File: config.mk
export PLATFORM = sky130hd
export DESIGN_NAME = dsc_chain_walker
export DESIGN_NICKNAME = d
export VERILOG_FILES = /design/src/rtl/sgw_pkg.sv /design/src/rtl/sgw_desc_unpack.sv /design/src/rtl/sgw_entry_limit.sv /design/src/rtl/sgw_byte_tally.sv /design/src/rtl/dsc_chain_walker.sv
export SDC_FILE = /design/constraint.sdc
export NUM_CORES = 1
export LEC_CHECK = 0
export BUFFER_PORTS_ARGS = -buffer_cell sky130_fd_sc_hd__buf_2
export CAP_MARGIN = 20
export CORE_ASPECT_RATIO = 0.9
export CORE_MARGIN = 2
export CORE_UTILIZATION = 26
export CTS_BUF_LIST = sky130_fd_sc_hd__clkbuf_8 sky130_fd_sc_hd__clkbuf_16
export CTS_CLUSTER_DIAMETER = 40
export DETAILED_ROUTE_END_ITERATION = 10
export PLACE_DENSITY_LB_ADDON = 0.08
export SKIP_LAST_GASP = 1
export SYNTH_ARGS = -nofsm -noshare
export SYNTH_HDL_FRONTEND = slang
export SYNTH_SLANG_ARGS = --single-unit
File: constraint.sdc
create_clock -name clk -period 2.4 [get_ports clk]
set_input_delay 0.24 -clock clk [delete_from_list [all_inputs] [get_ports clk]]
set_output_delay 0.24 -clock clk [all_outputs]
set_load 0.02 [all_outputs]
File: src/rtl/sgw_pkg.sv
// Shared types for the descriptor walker.
// Assumes descriptors are 8 bytes and the length field is 31 bits wide.
package sgw_pkg;
    localparam int unsigned DESC_BYTES = 8;
    localparam int unsigned LEN_BITS   = 31;

    typedef enum logic [2:0] {
        ST_IDLE,
        ST_FETCH,
        ST_WAIT,
        ST_ISSUE,
        ST_DONE,
        ST_FAIL
    } walk_state_t;

    typedef struct packed {
        logic [31:0] addr;
        logic [31:0] len;
        logic        last;
    } xfer_t;
endpackage

File: src/rtl/sgw_desc_unpack.sv
// Splits a raw 64-bit descriptor word into a request.
// The end flag is bit 31 and the length is bits [30:0]. The buffer
// address is the upper word, masked by BUF_ADDR_MASK.
// Purely combinational.
module sgw_desc_unpack
    import sgw_pkg::*;
#(
    parameter logic [31:0] BUF_ADDR_MASK = 32'h7FFF_FFFF
) (
    input  logic [63:0] raw,
    output xfer_t       req
);
    // Field extraction and address masking.
    always_comb begin
        req.last = raw[31];
        req.len  = {1'b0, raw[LEN_BITS-1:0]};
        req.addr = raw[63:32] & BUF_ADDR_MASK;
    end
endmodule

File: src/rtl/sgw_entry_limit.sv
// Counts descriptors fetched within one command and flags when MAX_DESC
// is reached. Clear and increment are never asserted together.
module sgw_entry_limit #(
    parameter int unsigned MAX_DESC = 256
) (
    input  logic clk,
    input  logic rst_n,
    input  logic clr,
    input  logic inc,
    output logic at_limit
);
    localparam int unsigned CW = $clog2(MAX_DESC + 1);

    logic [CW-1:0] cnt_q;

    // Per-command descriptor counter.
    always_ff @(posedge clk) begin
        if (!rst_n)      cnt_q <= '0;
        else if (clr)    cnt_q <= '0;
        else if (inc)    cnt_q <= cnt_q + CW'(1);
    end

    // Limit reached once MAX_DESC entries have been read.
    assign at_limit = (cnt_q == CW'(MAX_DESC));
endmodule

File: src/rtl/sgw_byte_tally.sv
// Running byte total carried across commands.
// Assumes add and clear are never asserted in the same cycle.
module sgw_byte_tally #(
    parameter int unsigned TOTAL_W = 40
) (
    input  logic               clk,
    input  logic               rst_n,
    input  logic               add_en,
    input  logic [31:0]        add_val,
    input  logic               clr_en,
    output logic [TOTAL_W-1:0] total
);
    // Accumulate on accepted requests, clear on a finished final command.
    always_ff @(posedge clk) begin
        if (!rst_n)       total <= '0;
        else if (clr_en)  total <= '0;
        else if (add_en)  total <= total + TOTAL_W'(add_val);
    end
endmodule

File: src/rtl/dsc_chain_walker.sv
// Descriptor list walker. It takes one command at a time and issues data
// requests, either one per descriptor (chained) or a single one (direct).
// Assumes: the memory port returns exactly one response per read request;
// the data mover holds xfer_ready independent of xfer_valid.
module dsc_chain_walker
    import sgw_pkg::*;
#(
    parameter int unsigned TOTAL_W       = 40,
    parameter int unsigned MAX_DESC      = 256,
    parameter logic [31:0] BUF_ADDR_MASK = 32'h7FFF_FFFF
) (
    input  logic               clk,
    input  logic               rst_n,
    input  logic               cmd_valid,
    output logic               cmd_ready,
    input  logic               cmd_chain,
    input  logic               cmd_accum,
    input  logic               cmd_final,
    input  logic [31:0]        cmd_addr,
    input  logic [31:0]        cmd_len,
    output logic               mem_rd_req,
    output logic [31:0]        mem_rd_addr,
    input  logic               mem_rd_valid,
    input  logic [63:0]        mem_rd_data,
    output logic               xfer_valid,
    input  logic               xfer_ready,
    output logic [31:0]        xfer_addr,
    output logic [31:0]        xfer_len,
    output logic               xfer_last,
    output logic               done,
    output logic               err,
    output logic [TOTAL_W-1:0] byte_total
);
    walk_state_t state_q;
    logic [31:0] ptr_q;
    logic        accum_q;
    logic        final_q;
    xfer_t       req_q;
    xfer_t       desc_req;
    logic        accept;
    logic        fire;
    logic        at_limit;

    // Decode of the descriptor word currently on the response bus.
    sgw_desc_unpack #(.BUF_ADDR_MASK(BUF_ADDR_MASK)) u_unpack (
        .raw (mem_rd_data),
        .req (desc_req)
    );

    // Entries fetched in this command, against the hard limit.
    sgw_entry_limit #(.MAX_DESC(MAX_DESC)) u_limit (
        .clk      (clk),
        .rst_n    (rst_n),
        .clr      (accept),
        .inc      (state_q == ST_WAIT && mem_rd_valid),
        .at_limit (at_limit)
    );

    // Byte total across accumulated commands.
    sgw_byte_tally #(.TOTAL_W(TOTAL_W)) u_tally (
        .clk     (clk),
        .rst_n   (rst_n),
        .add_en  (fire && accum_q),
        .add_val (req_q.len),
        .clr_en  (state_q == ST_DONE && accum_q && final_q),
        .total   (byte_total)
    );

    // Handshake terms.
    always_comb begin
        accept = cmd_valid && (state_q == ST_IDLE);
        fire   = (state_q == ST_ISSUE) && xfer_ready;
    end

    // Walk sequencer: fetch, wait for the response, issue, then decide.
    always_ff @(posedge clk) begin
        if (!rst_n) begin
            state_q <= ST_IDLE;
            ptr_q   <= '0;
            accum_q <= 1'b0;
            final_q <= 1'b0;
            req_q   <= '0;
        end else begin
            case (state_q)
                ST_IDLE: begin
                    if (cmd_valid) begin
                        accum_q <= cmd_accum;
                        final_q <= cmd_final;
                        if (cmd_chain) begin
                            ptr_q   <= cmd_addr;
                            state_q <= ST_FETCH;
                        end else begin
                            req_q.addr <= cmd_addr;
                            req_q.len  <= cmd_len;
                            req_q.last <= 1'b1;
                            state_q    <= ST_ISSUE;
                        end
                    end
                end
                ST_FETCH: state_q <= ST_WAIT;
                ST_WAIT: begin
                    if (mem_rd_valid) begin
                        req_q   <= desc_req;
                        ptr_q   <= ptr_q + 32'(DESC_BYTES);
                        state_q <= ST_ISSUE;
                    end
                end
                ST_ISSUE: begin
                    if (xfer_ready) begin
                        if (req_q.last)    state_q <= ST_DONE;
                        else if (at_limit) state_q <= ST_FAIL;
                        else               state_q <= ST_FETCH;
                    end
                end
                ST_DONE: state_q <= ST_IDLE;
                ST_FAIL: state_q <= ST_IDLE;
                default: state_q <= ST_IDLE;
            endcase
        end
    end

    // Port views of the sequencer state.
    always_comb begin
        cmd_ready   = (state_q == ST_IDLE);
        mem_rd_req  = (state_q == ST_FETCH);
        mem_rd_addr = ptr_q;
        xfer_valid  = (state_q == ST_ISSUE);
        xfer_addr   = req_q.addr;
        xfer_len    = req_q.len;
        xfer_last   = req_q.last;
        done        = (state_q == ST_DONE);
        err         = (state_q == ST_FAIL);
    end
endmodule

# Yosys cells after proc, flatten, opt, wreduce, memory -nomap -nowiden
# Cells that the tools add are included.
# totals
in_bits,136
reg_bits,151
# classes
addsub,3
eq_ne,11
reduce_logical,14
bitwise_logic,1
muxes,15
# op_table
cell,n
65-bit two-way mux,3
65-bit case mux with 2 select lines,1
32-bit two-way mux,3
32-bit case mux with 2 select lines,1
40-bit by 32-bit adder with 40-bit output,1
32-bit by 4-bit adder with 32-bit output (second input constant),1
3-bit two-way mux,5
3-bit case mux with 4 select lines,1
9-bit by 1-bit adder with 9-bit output (second input constant),1
9-bit equality test (second input constant),1
4-bit AND reduction,2
3-bit by 2-bit equality test with 1-bit output (second input constant),2
3-bit equality test (second input constant),2
1-bit logical AND,6
2-bit != test (second input constant),3
2-bit by 1-bit != test with 1-bit output (second input constant),2
2-bit OR reduction,2
3-bit by 1-bit equality test with 1-bit output (second input constant),1
3-bit zero test,1
3-bit AND reduction,1
2-bit two-way mux,1
2-bit AND reduction,1
2-bit nonzero test,1
1-bit inverter,1

# Longest topological paths before layout
# Gate-level depths: netlist of run 1.
# logic_depth
word_depth,5
depth_mapped,11
mapped_depth_nobuf,9

# Hierarchy
# From an unflattened synthesis of run 1, not the netlist that was laid out.
# unflattened
cells_unflattened,1184
area_unflattened_um2,9328.9
# modules_own_cells
mod,cells_per_inst,n_inst,area_per_inst_um2
dsc_chain_walker,644,1,5084.9
sgw_byte_tally,425,1,3323.2
sgw_desc_unpack,66,1,491.7
sgw_entry_limit,49,1,429.2

# Least setup slack after synthesis of run 1
# Ideal clock, no wire load.
# synth_timing
kind,flip-flop to flip-flop
start,register req_q (netlist bit xfer_len[6])
end,register u_tally.total[29]
setup_time_ps,127
arrival_time_ps,2517
setup_slack_ps,-244
stages_incl_launch_ff,10
n_path_buf,1
period_less_slack_ps,2644
required_ps,2273
cell_sequence,dfxtp_1 -> ha_1 -> a21oi_2 -> o211ai_2 -> nand4_2 -> and3_1 -> buf_6 -> a311o_1 -> o311a_1 -> or3_1
# synth_between
elab_chain_len,1
# synth_lines
element,line,rtl
from (decl),dsc_chain_walker.sv:38,xfer_t req_q;
from (signal assigned),dsc_chain_walker.sv:103,req_q <= desc_req;
40-bit by 32-bit adder with 40-bit output,sgw_byte_tally.sv:17,else if (add_en) total <= total + TOTAL_W'(add_val);
to (signal assigned),sgw_byte_tally.sv:17,
to (decl),sgw_byte_tally.sv:11,output logic [TOTAL_W-1:0] total
# Every way passes these cells.
# A chain may end at the register's enable or synchronous reset.

# Worst setup path after layout of run 1
# layout_timing
start,register req_q (netlist bit xfer_len[7])
end,register u_tally.total[26]
# Same word-level chain as after synthesis.

==> results.yml, run 1 <==
status:
  status: "finished, violations left"
  failed_checks: "negative setup slack"
clock_tree:
  htree_levels: 4
  root_buffer: "clkbuf_16"
  cts_buffers: 17
  cts_sinks: 151
  clk_pin_slew_ns: 0.07
  tritoncts: "yes"
  cts_hold_buf: 0
  clk_path_buf_depth: 2
  worstSkewPairLatency_ns: 0.45
global_route:
  grt_overflow: 0
  grt_pass1_wl_mm: 55.6
  grt_pass1_vias: 9937
  antenna_found_initial: 2
  grt_usage_pct: 20.5
  grt_max_degree: 82
floorplanning:
  die-area_um2: 35200
  die_h_um: 178
  start_util_pct: 26.5
  die_x_um: 198
  num_io_pins: 278
  core_um2: 33100
  rows: 63
synthesis:
  yosys.cell_types.count: 69
  synth_area_leaders: "dfxtp_1 34%, nand2_1 9.2%, a311oi_1 6.2%"
  yosysWarnings: 0
  avgSynthCellArea_um2: 7.50
  syn_inst: 1170
  synth_nets: 1342
  synth_seq_cells: 151
  ys_seq_area_share_pct: 34.5
  synthesis.area_um2: 8770
  ys.flop_type: "dfxtp_1"
  yosysTopAreaCell: "dfxtp_1"
  synth.top_cell.area_share_pct: 34.5
  synthArstFlopShare_pct: 0
  synth_edf_count: 0
timing:
  finalHoldViolCount: 0
  finalSetupViolations: 5
  tightest_slew_ns: 0.660
  min_period_ns: 2.49
  fin_crit_sh_pct: 104
  finalMaxSlewViolations: 0
  fmax_mhz: 401
  clock_skew_ns: 0.0133
  slew-limit-headroom_pct: 56.0
  finalSetupTns_ns: -0.192
  worst_slack_ns: -0.0932
  rsz0062_at_grt: "yes"
routing:
  wl_mm: 35.9
  viasPerCell: 5.07
  drc: 0
  vias: 10100
  ant_nets: 0
  first_pass_iters: 5
  first_iter_violations: 514
  wl_per_cell_um: 18.1
power_and_ir_drop:
  p_int_mw: 5.89
  switching_share_pct: 38.1
  p_per_area_nw_per_um2: 753
  power.net_switching_mw: 3.62
  cellLeakagePower_nw: 5.64
  peakVddDrop_uv: 485
  p_clk_share_pct: 29.0
  power_frac_comb_pct: 37.4
  seqPwrFrac_pct: 33.6
  power_mw: 9.52
worst_setup_path:
  critPathTopFamily: "simple AND/OR/NAND/NOR gates"
  critPathArrivalTime_ns: 2.87
  crit_chain: "ha_4 -> nand4_1 -> buf_4 -> or4_4 -> nand3b_1 -> a31oi_4 -> or4_1 -> a31oi_1"
  r2r-start: "xfer_len[7]"
  critPathKind: "reg2reg"
  worstSetupStartpointType: "flip-flop"
  reg2reg_to: "u_tally.total[26]"
  cpPeakStageDelay_ns: 0.54
  required_ns: 2.78
  crit_slowest_cell: "or4_4"
  cp_num_cells: 8
  worst-path-max-fanout: 4
  reg2reg_slack_ns: -0.09
  crit_path_end_kind: "flip-flop"
  cp_num_buf_inv: 1
  ff2ff_path_depth: 8
worst_hold_path:
  hp-class: "in2reg"
  hold_path_end: "xfer_addr[18]"
  holdPathStages: 3
  hp-start: "mem_rd_data[50]"
placed_design:
  place_hpwl_mm: 27.6
  routabilityCongestion: 0.862
  numPortBuffers: 276
  pre_cts_ws_ns: -0.137
final_layout:
  fill_cells: 3532
  nNetsFinal: 1722
  final_cell_mix: "276 x buf_2, 213 x nand2_1, 155 x buf_4"
  layout_commonest_cell: "buf_2"
  drive_gt1_share_pct: 35.9
  syn_to_final_growth_pct: 44.1
  final_util_pct: 38.2
run:
  maxCapViolations: 0
==> synth_stat cells (11+ instances only) <==
cell type / number
nand4_1: 22
o21ai_0: 54
nand2_1: 216
a21oi_1: 93
nor2_1: 144
dfxtp_1: 151
and3_1: 23
inv_1: 14
clkbuf_1: 71
a311oi_1: 62
and2_1: 13
o31ai_1: 11
nor3_1: 14
nand3_1: 46
a31oi_1: 16
nand2b_1: 11
xor2_1: 14
ha_1: 35
or3_1: 12
==> flip-flops by register name, summed over array words and instances (netlist names) <==
name,cells
final_q,1
mem_rd_addr,32
xfer_addr,32
accum_q,1
u_limit.cnt_q,9
u_tally.total,40
xfer_last,1
state_q,3
xfer_len,32
==> metrics by stage <==
stage / cells / hold WS, ns / cell area [µm²]
5_1_grt: 1986 / 0.0435 / 12600
4_1_cts: 1979 / 0.0319 / 12500
3_3_place_gp: 1941 / 0.455 / 11800
2_1_floorplan: 1170 / 0.384 / 8990
6_report: 1987 / 0.0469 / 12600
3_5_place_dp: 1941 / 0.465 / 11800
==> power groups by stage <==
stage                     Combinational, mW  Sequential (mW)  Clock (mW)
after floorplan                        1.61             3.62           0
after global placement                 3.54             3.24           0
after detailed placement               3.54             3.25           0
after CTS                              3.58             3.20        2.83
after global routing                   3.93             3.26        2.93
final                                  3.56             3.20        2.76
==> timing repair <==
item / 4_1_cts / 5_1_grt
resized for setup: 10 / 29
setup endpoints to repair: 12 / 20
pin swaps: 15 / 23
setup buffers: 6 / 6
==> metal layers <==
layer	wire (µm)	global-route usage, %	part of all wire (%)
met1	17400	27.8	48
met2	15900	32.2	44
met3	1930	4.71	5.4
met4	759	6.83	2.1
met5	0	0	0
==> cells by family (layout without fill, tap and decap cells) <==
| logic type | after synthesis | in the layout | share of synthesized area, % |
|---|---|---|---|
| flops | 151 | 151 | 34.5 |
| buf+inv | 93 | 486 | 4.38 |
| fa+ha+maj | 36 | 36 | 5.22 |
| xor+xnor | 24 | 24 | 2.40 |
| mux | 9 | 9 | 1.03 |
| compound gates | 317 | 317 | 24.5 |
| simple gates | 540 | 540 | 28.1 |
| other cells | 0 | 2 | 0 |
==> cell type report <==
cell class / count / area (µm²) / area share, %
timing repair buffer: 439 / 2690 / 21.3
tap: 422 / 528 / 4.18
clock buffer: 19 / 453 / 3.58
antenna: 2 / 5.00 / 0.0396
multi-input combinational: 926 / 5720 / 45.2
clock inverter: 13 / 130 / 1.03
sequential: 151 / 3060 / 24.2
inverter: 15 / 57.6 / 0.455
==> worst max-delay path by stage <==
stage                                start                end  slack, ns
after floorplan           u_tally.total[0]  u_tally.total[38]      -0.03
after global placement    u_tally.total[0]  u_tally.total[38]      -0.14
after detailed placement  u_tally.total[0]  u_tally.total[38]      -0.14
after CTS                 u_tally.total[0]  u_tally.total[26]      -0.11
after global routing      u_tally.total[0]  u_tally.total[20]      -0.19
final                          xfer_len[7]  u_tally.total[26]      -0.09
==> tightest hold or removal path, cell delays in order <==
cell and delay (ns):
buf_2 0.09, nand2_1 0.05, a311oi_1 0.07
No activity file was read; power rests on OpenSTA's default activity.
==> run 2: changes to the inputs <==
--- a/config.mk
+++ b/config.mk
@@ -9,7 +9,7 @@
 export CAP_MARGIN = 20
 export CORE_ASPECT_RATIO = 0.9
 export CORE_MARGIN = 2
-export CORE_UTILIZATION = 26
+export CORE_UTILIZATION = 45
 export CTS_BUF_LIST = sky130_fd_sc_hd__clkbuf_8 sky130_fd_sc_hd__clkbuf_16
 export CTS_CLUSTER_DIAMETER = 40
 export DETAILED_ROUTE_END_ITERATION = 10
==> results.yml, run 2 (same netlist as run 1, synthesis figures left out) <==
final_layout:
  fill_cells: 1740
  ff_latch_area_um2: 3060
  fin_cells: 1765
  final_cell_mix: "276 x buf_2, 214 x nand2_1, 142 x nor2_1"
  layout_commonest_cell: "buf_2"
  regMostFlops: "u_tally.total"
  largest_reg_flops: 40
  multi_input_area_um2: 5760
  final_util_pct: 63.1
  drive_gt1_share_pct: 33.9
  syn_to_final_growth_pct: 37.8
  nNetsFinal: 1671
global_route:
  grt_usage_pct: 29.5
  grt_max_degree: 97
  grt_overflow: 0
  grt_pass1_wl_mm: 48.0
  antenna_found_initial: 3
  grt_pass1_vias: 9261
timing:
  fin_crit_sh_pct: 103
  worst_slack_ns: -0.0763
  rsz0062_at_grt: "yes"
  finalMaxSlewViolations: 0
  finalSetupTns_ns: -0.0995
  min_period_ns: 2.48
  clock_skew_ns: 0.0124
  fmax_mhz: 404
  finalSetupViolations: 3
  tightest_slew_ns: 1.02
  slew-limit-headroom_pct: 32.1
  finalHoldViolCount: 0
clock_tree:
  worstSkewPairLatency_ns: 0.44
  cts_buffers: 17
  tritoncts: "yes"
  cts_hold_buf: 0
  clk_pin_slew_ns: 0.07
  htree_levels: 4
  clk_path_buf_depth: 2
  root_buffer: "clkbuf_16"
  cts_sinks: 151
worst_setup_path:
  worstSetupStartpointType: "flip-flop"
  worst-path-max-fanout: 4
  required_ns: 2.77
  cpPeakStageDelay_ns: 0.54
  critPathArrivalTime_ns: 2.84
  crit_path_end_kind: "flip-flop"
  crit_chain: "ha_4 -> fa_2 -> a21o_1 -> a221oi_4 -> or4_4 -> a311oi_4 -> nor3_2 -> or3_1 -> a21oi_1"
  crit_slowest_cell: "or4_4"
  critPathKind: "reg2reg"
routing:
  ant_nets: 0
  drc: 0
  vias: 10100
  viasPerCell: 5.70
  first_pass_iters: 5
  first_iter_violations: 621
  wl_mm: 30.7
  wl_per_cell_um: 17.4
placed_design:
  dp.cells: 1719
  place_hpwl_mm: 22.5
  pre_cts_ws_ns: -0.155
  routabilityCongestion: 0.928
  numPortBuffers: 276
run:
  maxCapViolations: 0
power_and_ir_drop:
  p_per_area_nw_per_um2: 769
  cellLeakagePower_nw: 5.38
  peakVddDrop_uv: 685
  power_mw: 9.29
floorplanning:
  rows: 48
  core_um2: 19200
  die_h_um: 136
  num_io_pins: 278
  die_x_um: 151
  die-area_um2: 20600
  start_util_pct: 45.8
status:
  failed_checks: "negative setup slack"
  status: "finished, violations left"
worst_hold_path:
  hp-class: "in2reg"
-- run 2: metrics by stage --
step                      hold slack (ns)  cell area [µm²]
after detailed placement            0.461            11200
final                              0.0484            12100
after global routing               0.0503            12100
after CTS                          0.0398            11900
after global placement              0.453            11200
after floorplan                     0.384             8990
-- run 2: layout make-up --
cell class | instances | share of cell area, %
clock buffers | 18 | 3.63
diodes | 3 | 0.0621
multi-input cells | 926 | 47.7
repair buffers | 388 | 19.0
well taps | 250 | 2.59
flip-flops and latches | 151 | 25.3
clock inverters | 14 | 1.26
inverters | 15 | 0.466
-- run 2: critical path, delay by kind of cell, from the launching register on --
family | cells | cell delay [ns]
flip-flops | 1 | 0.36
AND/OR/NAND/NOR | 3 | 0.97
adder cells (fa/ha/maj) | 2 | 0.34
AO/OA/AOI/OAI | 4 | 0.74
-- run 2: worst paths after layout --
check / slack, ns / start / endpoint / cells after the start
max: -0.08 / u_tally.total[0] / u_tally.total[38] / 9
min: 0.05 / mem_rd_data[7] / xfer_len[7] / 3
max reg2reg: -0.08 / u_tally.total[0] / u_tally.total[38] / 9
min reg2reg: 0.47 / xfer_addr[31] / xfer_addr[31] / 2
-- run 2: power breakdown --
group          internal, mW  total [mW]  switching, mW
combinational          1.33        3.38           2.04
clock                  1.51        2.73           1.22
sequential             2.88        3.19          0.312
-- run 2: layer usage --
| metal | up-vias | wire (µm) | global-route usage, % | share of wire, % |
|---|---|---|---|---|
| met3 | 54 | 2450 | 8.26 | 8.0 |
| met1 | 4675 | 13600 | 38.7 | 44 |
| met4 | 2 | 750 | 8.62 | 2.4 |
| met2 | 398 | 13800 | 47.3 | 45 |
| li1 | 4934 | - | - | - |
| met5 | - | 13 | 0 | 0.042 |
-- run 2: what timing repair did --
action                     4_1_cts  5_1_grt
buffers inserted                 5        7
gates resized for setup          8       32
pin swaps                       13       24
hold endpoints to repair         0        0
gates cloned                     0        0
setup endpoints to repair        9       20
==> run 3: changes to the inputs <==
--- a/config.mk
+++ b/config.mk
@@ -14,6 +14,7 @@
 export CTS_CLUSTER_DIAMETER = 40
 export DETAILED_ROUTE_END_ITERATION = 10
 export PLACE_DENSITY_LB_ADDON = 0.08
+export REMOVE_ABC_BUFFERS = 1
 export SKIP_LAST_GASP = 1
 export SYNTH_ARGS = -nofsm -noshare
 export SYNTH_HDL_FRONTEND = slang
==> results.yml, run 3 (same netlist as run 1, synthesis figures left out) <==
timing:
  finalMaxSlewViolations: 0
  slew-limit-headroom_pct: 64.8
  finalSetupViolations: 5
  min_period_ns: 2.44
  fmax_mhz: 410
  rsz0062_at_grt: "yes"
  finalHoldViolCount: 0
  tightest_slew_ns: 0.522
  worst_slack_ns: -0.0409
  clock_skew_ns: 0.0183
  fin_crit_sh_pct: 102
placed_design:
  place_hpwl_mm: 21.1
  post_dp_cell_area_um2: 11200
  dp.cells: 1745
  routabilityCongestion: 0.891
  numPortBuffers: 276
worst_setup_path:
  crit_path_end_kind: "flip-flop"
  worst-path-max-fanout: 4
  ff2ff_path_depth: 9
  r2r-start: "xfer_len[4]"
  reg2reg_slack_ns: -0.04
  reg2reg_to: "u_tally.total[29]"
  required_ns: 2.71
  critPathArrivalTime_ns: 2.75
  critPathKind: "reg2reg"
  worstSetupStartpointType: "flip-flop"
routing:
  wl_met1_mm: 13.7
  wl_mm: 29.4
  viasPerCell: 5.54
  vias: 9951
  first_iter_violations: 628
  first_pass_iters: 5
  ant_nets: 0
  dr.max_layer_used: "met5"
  drc: 0
  routed-wl-met2_mm: 13.2
  wl_per_cell_um: 16.4
  dr_wl_met3_mm: 2.05
worst_hold_path:
  hold_path_end: "xfer_len[10]"
  holdPathStages: 3
  hp-class: "in2reg"
  hp-start: "mem_rd_data[10]"
final_layout:
  fill_cells: 1762
  syn_to_final_growth_pct: 39.7
  drive_gt1_share_pct: 34.2
  largest_reg_flops: 40
  layout_commonest_cell: "buf_2"
  final_util_pct: 64.0
  final_cell_mix: "276 x buf_2, 213 x nand2_1, 142 x nor2_1"
  regMostFlops: "u_tally.total"
  finalInstanceArea_um2: 12300
  nNetsFinal: 1701
  fin_cells: 1795
global_route:
  grt_pass1_vias: 8882
  grt_overflow: 0
  grt_max_degree: 88
  grt_usage_pct: 28.0
  grt_pass1_wl_mm: 46.0
  antenna_found_initial: 4
floorplanning:
  die_x_um: 151
  num_io_pins: 278
  start_util_pct: 45.8
  core_um2: 19200
  rows: 48
  die-area_um2: 20600
  die_h_um: 136
status:
  failed_checks: "negative setup slack"
  status: "finished, violations left"
power_and_ir_drop:
  peakVddDrop_uv: 400
  power_mw: 9.22
  p_per_area_nw_per_um2: 753
  cellLeakagePower_nw: 5.54
clock_tree:
  cts_hold_buf: 0
  clk_pin_slew_ns: 0.07
  clk_path_buf_depth: 2
  htree_levels: 4
  worstSkewPairLatency_ns: 0.44
  cts_buffers: 17
  cts_sinks: 151
  tritoncts: "yes"
  root_buffer: "clkbuf_16"
run:
  maxCapViolations: 0
-- run 3: cell types whose count changed in the layout (fill, tap and decap cells not counted), sizes merged --
cell and delta:
buf +30, clkbuf -1, clkinv +1
-- run 3: worst max-delay path by stage --
stage          slack [ns]                 to  depth (start not counted)              from
3_3_place_gp        -0.21  u_tally.total[36]                         10       xfer_len[0]
2_1_floorplan       -5.21          xfer_last                          6        state_q[0]
5_1_grt             -0.18  u_tally.total[20]                         11  u_tally.total[0]
6_report            -0.04  u_tally.total[29]                          9       xfer_len[4]
4_1_cts             -0.06  u_tally.total[26]                          8       xfer_len[7]
3_5_place_dp        -0.23  u_tally.total[34]                         10       xfer_len[0]
-- run 3: cell type report --
type | instances | area [µm²] | area share [%]
well taps | 250 | 313 | 2.55
clock inverters | 15 | 161 | 1.32
clock buffers | 17 | 425 | 3.47
flip-flops and latches | 151 | 3040 | 24.8
multi-input cells | 926 | 5700 | 46.5
diodes | 3 | 7.51 | 0.0613
inverters | 15 | 56.3 | 0.459
repair buffers | 418 | 2550 | 20.8
-- run 3: metal layers --
layer	vias to the layer above	GRT usage (%)
met5	-	0
met4	2	7.01
met3	39	5.81
met2	352	43.7
met1	4569	39.5
li1	4989	-
-- run 3: through the flow --
step                setup TNS, ns  hold WS, ns  setup slack (ns)
finish                     -0.123       0.0588           -0.0409
floorplan                 -382.22        0.354             -5.21
detailed placement          -1.64        0.460            -0.235
global placement           -0.969        0.453            -0.208
global route                -1.61       0.0616            -0.178
CTS                        -0.125       0.0487           -0.0561
-- run 3: critical path: stages (launching register included) --
cell and delay [ns]:
dfxtp_2 0.35, ha_4 0.28, buf_4 0.11, nand3_1 0.09, nor2_2 0.15, o21ai_2 0.10, and3_1 0.20, a311o_1 0.34
o311a_1 0.33, or3_1 0.36
-- run 3: timing repair --
| item | 4_1_cts | 5_1_grt |
|---|---|---|
| setup buffers | 10 | 5 |
| setup endpoints to repair | 14 | 20 |
| pin swaps | 21 | 21 |
| resized for setup | 36 | 29 |
-- run 3: where the power goes --
group | switching (mW) | total (mW) | leakage, nW | internal [mW]
logic | 1.99 | 3.32 | 4.01 | 1.33
clock network | 1.24 | 2.72 | 0.290 | 1.48
registers | 0.308 | 3.18 | 1.24 | 2.88
